<file path="src/rtl/isr_pkg.sv">
package isr_pkg;

    localparam int DATA_W = 32;
    localparam int ADDR_W = 2;

    typedef enum logic [ADDR_W-1:0] {
        ADDR_CTRL = 2'd0,
        ADDR_SNAP = 2'd1,
        ADDR_FLAG = 2'd2,
        ADDR_RSVD = 2'd3
    } isr_addr_e;

    // decoded register-port operation for one cycle
    typedef struct packed {
        logic ack_req;   // acknowledge request (still gated by new bit)
        logic snap_w1c;  // write-one-to-clear on snapshot
        logic flag_rtc;  // read-to-clear of flag register
    } isr_op_t;

    function automatic isr_op_t isr_decode(
        input logic              wr,
        input logic              rd,
        input logic [ADDR_W-1:0] addr,
        input logic              wbit0
    );
        isr_op_t op;
        op.ack_req  = wr && (isr_addr_e'(addr) == ADDR_CTRL) && wbit0;
        op.snap_w1c = wr && (isr_addr_e'(addr) == ADDR_SNAP);
        op.flag_rtc = rd && (isr_addr_e'(addr) == ADDR_FLAG);
        return op;
    endfunction

endpackage

</file>
<file path="src/rtl/isr_flag_store.sv">
module isr_flag_store #(
    parameter int N_SRC = 8
) (
    input  logic             clk,
    input  logic             rst,
    input  logic [N_SRC-1:0] evt_i,
    input  logic             clr_i,
    output logic [N_SRC-1:0] flag_o
);
    logic [N_SRC-1:0] flag_q;

    // an event on the clearing edge survives into the new contents
    always_ff @(posedge clk) begin
        if (rst)
            flag_q <= '0;
        else if (clr_i)
            flag_q <= evt_i;
        else
            flag_q <= flag_q | evt_i;
    end

    assign flag_o = flag_q;
endmodule

</file>
<file path="src/rtl/isr_snapshot.sv">
module isr_snapshot #(
    parameter int N_SRC = 8
) (
    input  logic             clk,
    input  logic             rst,
    input  logic             load_i,
    input  logic [N_SRC-1:0] load_val_i,
    input  logic             w1c_i,
    input  logic [N_SRC-1:0] w1c_mask_i,
    output logic [N_SRC-1:0] snap_o,
    output logic [N_SRC-1:0] snap_nxt_o,
    output logic             snap_zero_o
);
    logic [N_SRC-1:0] snap_q;
    logic [N_SRC-1:0] snap_d;

    always_comb begin
        snap_d = snap_q;
        if (load_i)
            snap_d = load_val_i;
        else if (w1c_i)
            snap_d = snap_q & ~w1c_mask_i;
    end

    always_ff @(posedge clk) begin
        if (rst)
            snap_q <= '0;
        else
            snap_q <= snap_d;
    end

    assign snap_o      = snap_q;
    assign snap_nxt_o  = snap_d;
    assign snap_zero_o = (snap_q == '0);
endmodule

</file>
<file path="src/rtl/isr_reg_port.sv">
module isr_reg_port
    import isr_pkg::*;
#(
    parameter int N_SRC = 8
) (
    input  logic              clk,
    input  logic              rst,
    input  logic              wr_en_i,
    input  logic              rd_en_i,
    input  logic [ADDR_W-1:0] addr_i,
    input  logic [DATA_W-1:0] wdata_i,
    input  logic              new_i,
    input  logic [N_SRC-1:0]  snap_i,
    input  logic [N_SRC-1:0]  flag_i,
    output isr_op_t           op_o,
    output logic [N_SRC-1:0]  wmask_o,
    output logic [DATA_W-1:0] rdata_o
);
    logic [DATA_W-1:0] rd_mux;
    logic [DATA_W-1:0] snap_ext;
    logic [DATA_W-1:0] flag_ext;
    logic [DATA_W-1:0] rdata_q;
    logic              unused_wdata;

    assign op_o         = isr_decode(wr_en_i, rd_en_i, addr_i, wdata_i[0]);
    assign wmask_o      = wdata_i[N_SRC-1:0];
    assign unused_wdata = ^wdata_i;

    always_comb begin
        snap_ext             = '0;
        snap_ext[N_SRC-1:0]  = snap_i;
        flag_ext             = '0;
        flag_ext[N_SRC-1:0]  = flag_i;
    end

    always_comb begin
        unique case (isr_addr_e'(addr_i))
            ADDR_CTRL: rd_mux = {{(DATA_W-1){1'b0}}, new_i};
            ADDR_SNAP: rd_mux = snap_ext;
            ADDR_FLAG: rd_mux = flag_ext;
            default:   rd_mux = '0;
        endcase
    end

    always_ff @(posedge clk) begin
        if (rst)
            rdata_q <= '0;
        else if (rd_en_i)
            rdata_q <= rd_mux;
    end

    assign rdata_o = rdata_q;
endmodule

</file>
<file path="src/rtl/isr_ctrl.sv">
module isr_ctrl
    import isr_pkg::*;
#(
    parameter int N_SRC = 8
) (
    input  logic              clk,
    input  logic              rst,
    input  logic [N_SRC-1:0]  evt_i,
    input  logic              wr_en_i,
    input  logic              rd_en_i,
    input  logic [ADDR_W-1:0] addr_i,
    input  logic [DATA_W-1:0] wdata_i,
    output logic [DATA_W-1:0] rdata_o,
    output logic              src_clr_o,
    output logic              irq_o
);
    isr_op_t          op;
    logic [N_SRC-1:0] wmask;
    logic [N_SRC-1:0] flag_q;
    logic [N_SRC-1:0] snap_q;
    logic [N_SRC-1:0] snap_nxt;
    logic             snap_zero;
    logic             new_q;
    logic             new_d;
    logic             ack;
    logic             flag_clr;
    logic             irq_q;
    logic             clr_q;

    assign ack      = op.ack_req && new_q;
    assign flag_clr = ack || op.flag_rtc;

    isr_reg_port #(.N_SRC(N_SRC)) u_port (
        .clk     (clk),
        .rst     (rst),
        .wr_en_i (wr_en_i),
        .rd_en_i (rd_en_i),
        .addr_i  (addr_i),
        .wdata_i (wdata_i),
        .new_i   (new_q),
        .snap_i  (snap_q),
        .flag_i  (flag_q),
        .op_o    (op),
        .wmask_o (wmask),
        .rdata_o (rdata_o)
    );

    isr_flag_store #(.N_SRC(N_SRC)) u_flag (
        .clk    (clk),
        .rst    (rst),
        .evt_i  (evt_i),
        .clr_i  (flag_clr),
        .flag_o (flag_q)
    );

    isr_snapshot #(.N_SRC(N_SRC)) u_snap (
        .clk         (clk),
        .rst         (rst),
        .load_i      (ack),
        .load_val_i  (flag_q),
        .w1c_i       (op.snap_w1c),
        .w1c_mask_i  (wmask),
        .snap_o      (snap_q),
        .snap_nxt_o  (snap_nxt),
        .snap_zero_o (snap_zero)
    );

    always_comb begin
        if (ack)
            new_d = 1'b0;
        else
            new_d = new_q || (snap_zero && (flag_q != '0));
    end

    always_ff @(posedge clk) begin
        if (rst) begin
            new_q <= 1'b0;
            irq_q <= 1'b0;
            clr_q <= 1'b0;
        end else begin
            new_q <= new_d;
            irq_q <= new_d || (snap_nxt != '0);
            clr_q <= flag_clr;
        end
    end

    assign irq_o     = irq_q;
    assign src_clr_o = clr_q;
endmodule

</file>
<file path="config.mk">
export PLATFORM = sky130hd
export DESIGN_NAME = isr_ctrl
export DESIGN_NICKNAME = d
export VERILOG_FILES = /design/src/rtl/isr_pkg.sv /design/src/rtl/isr_flag_store.sv /design/src/rtl/isr_snapshot.sv /design/src/rtl/isr_reg_port.sv /design/src/rtl/isr_ctrl.sv
export SDC_FILE = /design/constraint.sdc
export NUM_CORES = 1
export LEC_CHECK = 0
export CAP_MARGIN = 5
export CORE_MARGIN = 5
export CORE_UTILIZATION = 40
export DETAILED_ROUTE_END_ITERATION = 6
export PLACE_DENSITY = 0.85
export SYNTH_ARGS = -nofsm -noshare
export SYNTH_HDL_FRONTEND = slang
export SYNTH_SLANG_ARGS = --single-unit
</file>
<file path="constraint.sdc">
create_clock -name clk -period 2.9 [get_ports clk]
set_input_delay 0.29 -clock clk [delete_from_list [all_inputs] [get_ports clk]]
set_output_delay 0.29 -clock clk [all_outputs]
set_load 0.005 [all_outputs]
</file>
==> metrics.md <==
| Metric | Value |
|---|---|
| Outcome | `completed` |
| Clock slew at reported path FFs | `0.15 ns` |
| First-pass GRT wire length | `just over 5000 um` |
| Vias per cell | `5.15` |
| Hold Crit Class | `register to register` |
| Final hold vios | `0` |
| Largest net degree at the start of global routing | `28` |
| DRC viols | `0` |
| Post-synthesis cell area | `0.00141 sq mm` |
| Initial DRC count | `82` |
| Area growth, synth to finish | `18.0%` |
| Crit path kind | `input pin to register` |
| Netlist cell types | `32` |
| Clk_lat worst skew | `0.34 ns` |
| Final min period | `1.81 ns` |
| CTS Hold Bufs | `0` |
| Die Ht | `69.3 um` |
| Worst vdd ir | `259 uV` |
| Slew headroom | `between 30% and 40%` |
| Clock Tree Buf Depth | `2` |
| Setup tns final | `0 ns` |
| Fin crit share | `62.4%` |
| Site Rows | `21` |
| WL/cell | `13.5 um` |
| RSZ-0062 raised after global routing | `false` |
| GRT Total Usage | `12.9%` |
| CTS tree | `yes` |
| Post-CTS Resized | `0` |
| Final setup violation count | `0` |
| 1st-pass router iterations | `4` |
| Max frequency | `553 MHz` |
| Setup crit start kind | `input pin` |
| Dpl cell area | `~0.0016 sq mm` |
| Slew Limit Fails | `0` |
| Seq cells post-synth | `27` |
| Fin area | `roughly 0.0017 sq mm` |
| Antenna-violating nets left | `0` |
| H-tree levels | `1` |
| Post-CTS Repair Setup Buffers | `0` |
| Clock buffer count from CTS | `3` |
| PortBufs | `31` |
| Number of global-route vias before repair | `~1200` |
| Layout cells sized above 1 | `5.41%` |
| Clock Sinks | `27` |
| NumNets Final | `232` |
| Initial antenna violation count | `0` |
| CP endpoint kind | `register` |
| Gate Count Post-Synth | `161` |
| Crit-path max FO | `11` |
| Post-layout util | `49.4%` |
| Critical-path cell list | `clkdlybuf4s50_1, nor2b_1, a22oi_2, a21oi_1, nor2_1` |
| PwrDens | `~420 mW/mm^2` |
| Chip Width | `69.3 um` |
| WP data arrival | `2.02 ns` |
| Total of max-cap violations | `0` |
| CP max-delay cell | `clkdlybuf4s50_1` |
| Diodes inserted | `0` |
| Die area | `0.00481 sq mm` |
| Syn Area/Cell | `8.74 sq um` |
| Hold_ws | `0.496 ns` |
| GRT overflow | `0` |
| Cell count after placement | `227` |
| Leak | `~0.6 nW` |
| WL final | `3110 um` |
| # IOs | `80` |
| Synth Warn # | `0` |
| Root Driver | `clkbuf_4` |
| CP Data Required Time | `approximately 3.1 ns` |
| Vias | `1190` |
| Post-synthesis sequential area ratio | `38.4%` |
| Worst stage delay on the critical path | `about 0.64 ns` |
| Fin cells | `231` |
| Starting Density | `41.9%` |
| Dpl hpwl | `2370 um` |
| Std-Cell Core Area | `0.00336 sq mm` |
| Setup Skew | `0.00354 ns` |
| Slew @ Worst Pin | `0.931 ns` |
| Final GP Congestion | `~0.95` |
==> critical path: cells and delay by family <==
kind / cells / cell delay, ns
AO/OA/AOI/OAI: 2 / 0.47
AND/OR/NAND/NOR: 2 / 0.61
buffers and inverters: 1 / 0.64
==> path summary, 6_finish.rpt <==
check,from,end,slack (ns),cells after the start
worst max-delay path,addr_i[1],u_flag.flag_o[0],1.09,5
worst min register to register,u_port.rdata_o[3],u_port.rdata_o[3],0.50,2
worst min-delay path,u_port.rdata_o[3],u_port.rdata_o[3],0.50,2
worst max register to register,u_flag.flag_o[1],irq_o,1.35,4
==> metrics by stage <==
step	power, W	worst slack, ns
after global placement	0.000532	0.749
after floorplan	0.000502	1.50
final	0.000698	1.09
after global routing	0.000729	0.908
after detailed placement	0.000535	0.691
after CTS	0.000702	1.07
==> cell usage in the layout (no fill, tap or decap), types with 3 or more instances in the layout <==
cell type / n
nor2b_1: 3
nand2_1: 6
clkdlybuf4s50_1: 31
conb_1: 24
a21oi_1: 16
dfxtp_1: 27
a22oi_1: 9
clkbuf_4: 3
o211ai_1: 6
nand4b_1: 6
a211oi_1: 8
nor2_1: 22
==> state kept, by name (all words and copies together) (netlist names) <==
register / flops
u_flag.flag_o: 8
u_snap.snap_o: 8
u_port.rdata_o: 8
new_q: 1
src_clr_o: 1
irq_o: 1
==> synth_stat cells <==
master	number	area, sq um
inv_1	1	3.75
nor4b_2	1	15.0
nor2_4	1	11.3
conb_1	1	3.75
dlygate4sd1_1	1	8.76
a2bb2oi_1	1	8.76
nor2_1	22	82.6
and2b_1	1	7.51
and3b_1	1	8.76
nor3_1	2	10.0
nand2b_1	1	6.26
o211ai_1	6	45.0
nand4b_1	6	52.6
a31o_1	1	8.76
a21oi_1	16	80.1
a22oi_2	1	12.5
buf_2	6	30.0
a22oi_1	9	67.6
buf_4	25	188
a222oi_1	1	10.0
nor2b_1	3	18.8
nor4_1	2	12.5
or4_4	1	11.3
mux2i_1	2	20.0
dfxtp_1	27	541
a31oi_1	2	12.5
a41oi_1	1	8.76
clkbuf_1	3	11.3
a211o_1	1	8.76
nand3b_4	1	20.0
a211oi_1	8	60.1
nand2_1	6	22.5
==> cells by family after synthesis <==
family	after synthesis	synth area share, %
AOI/OAI and AO/OA	47	22.9
buffers and inverters	36	17.2
DFF	27	38.4
muxes	2	1.42
other	1	0.266
and+or+nand+nor	48	19.8
==> power by group <==
group          switching, W  internal [W]  leakage, nW
sequential        0.0000172      0.000390        0.223
combinational     0.0000571     0.0000636        0.371
clock              0.000118     0.0000530       0.0139
==> metal layers <==
| layer | routed length, um | GRT usage, % | part of all wire (%) | up-vias |
|---|---|---|---|---|
| met2 | 1550 | 22.8 | 50 | 43 |
| met4 | 72 | 6.72 | 2.3 | 0 |
| met1 | 1260 | 13.7 | 41 | 549 |
| li1 | - | - | - | 587 |
| met5 | 0 | 0 | 0 | - |
| met3 | 227 | 3.91 | 7.3 | 11 |
==> layout make-up <==
cell class              instances  area, sq um
clock buffers                   3         22.5
multi-input cells             121          712
well taps                      46         57.6
repair buffers                 32          318
flip-flops and latches         27          541
inverters                       1         3.75
fillers                       362         1700
clock inverters                 1         7.51
Note: power is estimated with default switching activity, not from simulation.
